--- src/rtl/chan_select_pkg.sv ---
package chan_select_pkg;
  localparam int unsigned PORTS  = 3;
  localparam int unsigned DEST_W = 2;
  typedef logic [DEST_W-1:0] dest_t;
endpackage

--- src/rtl/dest_latch.sv ---
module dest_latch #(
  parameter int unsigned DEST_W = 2
) (
  input  logic              clk,
  input  logic              rst_n,
  input  logic              capture,
  input  logic [DEST_W-1:0] dest_in,
  output logic [DEST_W-1:0] dest_q
);
  always_ff @(posedge clk) begin
    if (!rst_n)       dest_q <= '0;
    else if (capture) dest_q <= dest_in;
  end
endmodule

--- src/rtl/flag_select.sv ---
module flag_select #(
  parameter int unsigned PORTS  = 3,
  parameter int unsigned DEST_W = 2
) (
  input  logic [DEST_W-1:0] sel,
  input  logic [PORTS-1:0]  full_vec,
  input  logic [PORTS-1:0]  empty_vec,
  output logic              full_o,
  output logic              empty_o
);
  // Out-of-range codes look like a blocked queue: full, not empty.
  always_comb begin
    full_o  = 1'b1;
    empty_o = 1'b0;
    for (int i = 0; i < int'(PORTS); i++) begin
      if (sel == DEST_W'(i)) begin
        full_o  = full_vec[i];
        empty_o = empty_vec[i];
      end
    end
  end
endmodule

--- src/rtl/write_steer.sv ---
module write_steer #(
  parameter int unsigned PORTS  = 3,
  parameter int unsigned DEST_W = 2
) (
  input  logic [DEST_W-1:0] sel,
  input  logic              req,
  output logic [PORTS-1:0]  en_vec
);
  for (genvar g = 0; g < int'(PORTS); g++) begin : g_port
    assign en_vec[g] = req && (sel == DEST_W'(g));
  end
endmodule

--- src/rtl/chan_select.sv ---
module chan_select
  import chan_select_pkg::*;
#(
  parameter int unsigned NPORT = PORTS,
  parameter int unsigned DW    = DEST_W
) (
  input  logic             clk,
  input  logic             rst_n,
  input  logic             hdr_strobe,
  input  logic [DW-1:0]    hdr_dest,
  input  logic             wr_req,
  input  logic [NPORT-1:0] q_full,
  input  logic [NPORT-1:0] q_empty,
  output logic             sel_full,
  output logic             sel_empty,
  output logic [NPORT-1:0] q_wr_en,
  output logic [NPORT-1:0] port_ready
);
  logic [DW-1:0] dest_q;
  logic [DW-1:0] flag_sel;

  dest_latch #(.DEST_W(DW)) u_latch (
    .clk     (clk),
    .rst_n   (rst_n),
    .capture (hdr_strobe),
    .dest_in (hdr_dest),
    .dest_q  (dest_q)
  );

  // Header cycle bypasses the register so the controller decides at once.
  assign flag_sel = hdr_strobe ? hdr_dest : dest_q;

  flag_select #(.PORTS(NPORT), .DEST_W(DW)) u_flags (
    .sel       (flag_sel),
    .full_vec  (q_full),
    .empty_vec (q_empty),
    .full_o    (sel_full),
    .empty_o   (sel_empty)
  );

  write_steer #(.PORTS(NPORT), .DEST_W(DW)) u_steer (
    .sel    (dest_q),
    .req    (wr_req),
    .en_vec (q_wr_en)
  );

  for (genvar g = 0; g < int'(NPORT); g++) begin : g_ready
    assign port_ready[g] = ~q_empty[g];
  end
endmodule

--- config.mk ---
export PLATFORM = sky130hd
export DESIGN_NAME = chan_select
export DESIGN_NICKNAME = d
export VERILOG_FILES = /design/src/rtl/chan_select_pkg.sv /design/src/rtl/dest_latch.sv /design/src/rtl/flag_select.sv /design/src/rtl/write_steer.sv /design/src/rtl/chan_select.sv
export SDC_FILE = /design/constraint.sdc
export NUM_CORES = 1
export LEC_CHECK = 0
export BUFFER_PORTS_ARGS = -buffer_cell sky130_fd_sc_hd__clkbuf_2
export CAP_MARGIN = 20
export CORE_AREA = 4 4 41 43
export CTS_BUF_LIST = sky130_fd_sc_hd__clkbuf_8
export CTS_CLUSTER_SIZE = 8
export DETAILED_ROUTE_END_ITERATION = 10
export DIE_AREA = 0 0 45 47
export HOLD_SLACK_MARGIN = 0.02
export PLACE_DENSITY = 0.38
export SYNTH_ARGS = -nofsm -noshare
export SYNTH_HDL_FRONTEND = slang
export SYNTH_HIERARCHICAL = 1
export SYNTH_SLANG_ARGS = --single-unit
export TNS_END_PERCENT = 100
--- constraint.sdc ---
create_clock -name clk -period 2.1 [get_ports clk]
set_input_delay 0.315 -clock clk [delete_from_list [all_inputs] [get_ports clk]]
set_output_delay 0.315 -clock clk [all_outputs]
set_load 0.05 [all_outputs]
; ---- After elaboration in Yosys (flattened, before gate mapping)
; Index checks and enable logic that the tools add are counted.
; Widths: inputs -> output; s select.
[op_classes]
bitwise_logic = 3
n_reduce_logical = 5
mux = 7
n_eq_ne = 4
[ops]
columns = operator, count
row1 = $mux 1, 6
row2 = $eq 2x1->1 const B, 2
row3 = $eq 2x2->1 const B, 2
row4 = $logic_not 2->1, 2
row5 = $logic_and 1x1->1, 3
row6 = $not 1->1, 3
row7 = $mux 2, 1
[totals]
output_inout_bits = 8
input_bits = 12
register_bits = 2
word_cells = 20

; ---- Longest topological paths before layout
[logic_depth]
ltp_word = 5
depth_mapped = 3

; ---- Cells and area by module
; The synthesis kept the hierarchy.
[modules_own_cells]
columns = mod, area_each_um2, n_inst, cells_each, seq_area_each_um2
row1 = dest_latch, 72.6, 1, 6, 40.0
row2 = flag_select, 46.3, 1, 6, 0.0
row3 = chan_select, 33.8, 1, 5, 0.0
row4 = write_steer, 30.0, 1, 3, 0.0

; ---- Worst setup path before layout
; OpenSTA, ideal clock, no wires.
[synth_timing]
path_kind = input -> output
startpoint = input port hdr_strobe
endpoint = output port sel_full
setup_slack_ps = 218
cell_stages = 3
arrival_time_ps = 1567
n_path_buf = 0
path_cell_list = mux2_2 > mux2i_1 > mux2i_1
[synth_between]
elab_chain_cells = 5
word_cells_on_any_way = 7
classes_between = 2 x eq/ne / 4 x mux / 1 x reduce/logical
[synth_lines]
columns = element, line_no
row1 = start: declaration, chan_select.sv:9  ; input logic hdr_strobe,
row2 = $mux 2 (*), --
row3 = $logic_not 2->1, flag_select.sv:16  ; if (sel == DEST_W'(i)) begin
row4 = $mux 1 (2 in series), flag_select.sv:16
row5 = $mux 1 (*), flag_select.sv:16
row6 = end: declaration, chan_select.sv:14  ; output logic sel_full,
; Mark *: on every way between the ends. The rest lies on a longest branch, timed or not.

; ---- Final worst setup path
[layout_timing]
startpoint = register u_latch.dest_q[0]
endpoint = output port sel_full
[layout_between]
elab_chain_cells = 5
word_cells_on_any_way = 7
classes_between = 2 x eq/ne / 4 x mux / 1 x reduce/logical
[layout_lines]
columns = element, line_no
row1 = start: declaration, dest_latch.sv:8  ; output logic [DEST_W-1:0] dest_q
row2 = start signal: assignment, dest_latch.sv:12  ; else if (capture) dest_q <= dest_in;
row3 = $mux 2 (*), --
row4 = named net flag_sel[0], chan_select.sv:20  ; logic [DW-1:0] flag_sel;
row5 = $logic_not 2->1, flag_select.sv:16
row6 = $mux 1 (2 in series), flag_select.sv:16
row7 = $mux 1 (*), flag_select.sv:16
; Mark *: on every way through the listed nets, which the timed path passes. The rest lies on a longest branch.

==> impl_results.md <==
* CP arrival at 1.38 ns
* Most common cell after layout, fill and taps aside: clkbuf_2
* Gate Count Post-Synth at 20
* CP startpoint: u_latch/dest_q[0]
* H-tree depth reported by CTS at 1
* Distinct cells, synth at 10
* Antenna diode count at 0
* Die Span Y at 47 um
* Final Hold Vio Count at 0
* Initial antenna violation count at 0
* Crit path capture type: output pin
* Fin Setup TNS at 0 ns
* Largest regs: u_latch/dest_q x2
* Cell row count at 13
* FF+latch count, synth at 2
* 1st-pass router iterations at 1
* Antenna-violating nets left at 0
* Fin area at 338 um^2
* Setup crit end: sel_full
* Leakage at 0.195 nW
* Cell taking the most area after synthesis: mux2i_1
* Crit Path Category: flop to output pin
* Final Skew at 0 ns
* Die footprint at 2120 um^2
* Residual DRC count at 0
* Reg2Reg Depth at 2
* Outcome: finished clean
* Initial Util at 0.140
* WL final at 494 um
* Fin. max-slew vios at 0
* Tcrit/Tclk final at 0.809
* Worst-Skew Late Latency at 0.20 ns
* Post-CTS setup repair buffer count at 0
* Core region area at 1300 um^2
* Die width at 45 um
* Slew HR at 0.811
* Fmax at 589 MHz
* CTS root buffer: clkbuf_8
* Worst Tran Pin Value at 0.284 ns
* Clock sink count at 2
* CTS max path bufs at 2
* Routability congestion estimate at 0.615
* DRT iter0 DRCs at 0
* Maxcap violations at 0
* Share of the synthesized area in the top cell type at 0.274
* First-pass GRT wire length at 779 um
* Critical-path maximum fanout at 5
* Multi-input combinational cell area at 131 um^2
* Layout overhead on the synthesized area at 84.9%
* RR Startpoint: u_latch/dest_q[1]
* RSZ-0062 raised after global routing: no
* Mean Syn Cell Area at 9.13 um^2
* Via total after detailed routing at 222
* Tmin final at 1.70 ns
* DP Area at 297 um^2
* Top cells by area, synth: mux2i_1 27%, dfxtp_1 22%, mux2_2 12%
* Largest net degree at the start of global routing at 6
* PostCTS Resize Cnt at 0
* Worst Path Required at 1.78 ns
* Register Area at 40.0 um^2
* Proportion of layout cells with a drive suffix above 1 at 0.595
* CP startpoint kind: flop
* Most frequent cells in the layout: 19 x clkbuf_2, 5 x mux2i_1, 3 x inv_1, 3 x clkbuf_8
* Via density at 3.89
* Detailed-route wire length per cell at 8.67 um
* Largest register FFs at 2
* HP Class: input port to flop
* Synth warn at 6
* Worst vdd ir at 0.000206 V
* TritonCTS buffer count at 3
* Synthesized area at 183 um^2
* Clk slew on worst S/H paths at 0.02 ns
* Critical R2R Capture: u_latch/dest_q[1]
* Nets at 56
* GRT Overall Usage at 0.0583
* Overflow after GRT at 0
* Reg2reg setup slack at 1.45 ns
* # fillers at 157
* Placed cells at 54
* Power per Cell Area at 813 nW/um^2
* Finished Layout Cells at 57
* Final Setup Violations at 0
* Io pins at 20
* Post-synth net total at 32
* Vias in the first global route at 207
* Post-cts hold buffer count at 0
* Port Buffers at 19
* Biggest register: u_latch/dest_q
* TritonCTS clock tree: yes
* Register area share after synthesis at 0.219
## cells by family (layout without fill, tap and decap cells)
group,Yosys count,after routing,share of synthesized area
multiplexers,7,7,0.397
AND/OR/NAND/NOR,7,7,0.295
buffers and inverters,3,25,0.0616
flip-flops,2,2,0.219
AO/OA/AOI/OAI,1,1,0.0274
## cell type report
class | instances | share of cell area
flip-flops and latches | 2 | 0.119
multi-input cells | 15 | 0.389
clock buffers | 3 | 0.122
repair buffers | 19 | 0.281
inverters | 3 | 0.0333
well taps | 15 | 0.0556
## where the power goes
part	switching (mW)	internal (mW)	leakage, nW
registers	0.00266	0.0407	0.0165
clock network	0.0261	0.121	0.0216
logic	0.0565	0.0279	0.157
total	0.0853	0.189	0.195
## critical path: stages (launching register included)
cell	delay, ns
dfxtp_1	0.33
mux2_2	0.32
mux2i_1	0.13
mux2i_1	0.11
clkbuf_2	0.29
## through the flow
stage                     power (mW)  setup slack [ns]  hold WS [ns]   util
final                          0.275             0.402         0.340  0.260
after global routing           0.294             0.325         0.372  0.260
after CTS                      0.282             0.378         0.342  0.260
after detailed placement       0.129             0.394         0.549  0.228
after global placement         0.130             0.384         0.572  0.228
after floorplan                0.104             0.218         0.443      -
## cells in the mapped netlist, drive strengths merged
cell type,number
and3b,2
dfxtp,2
inv,3
mux2,2
mux2i,5
nand3b,1
nor2,1
nor2b,2
nor3b,1
o21ai,1
## worst min-delay path by stage
stage / cells past startpoint / slack, ns / endpoint / start
floorplan: 1 / 0.44 / u_latch/dest_q[0] / rst_n
global placement: 2 / 0.57 / u_latch/dest_q[1] / rst_n
detailed placement: 2 / 0.55 / u_latch/dest_q[0] / rst_n
CTS: 2 / 0.34 / u_latch/dest_q[0] / rst_n
global route: 2 / 0.37 / u_latch/dest_q[0] / rst_n
finish: 2 / 0.34 / u_latch/dest_q[0] / rst_n
## metal layers
layer	part of all wire	wire (um)	track usage
met5	0	0	0
met4	0	0	0.0526
met3	0.23	113	0.0536
met2	0.33	164	0.0734
met1	0.44	215	0.0564
(Power assumes the default switching activity.)
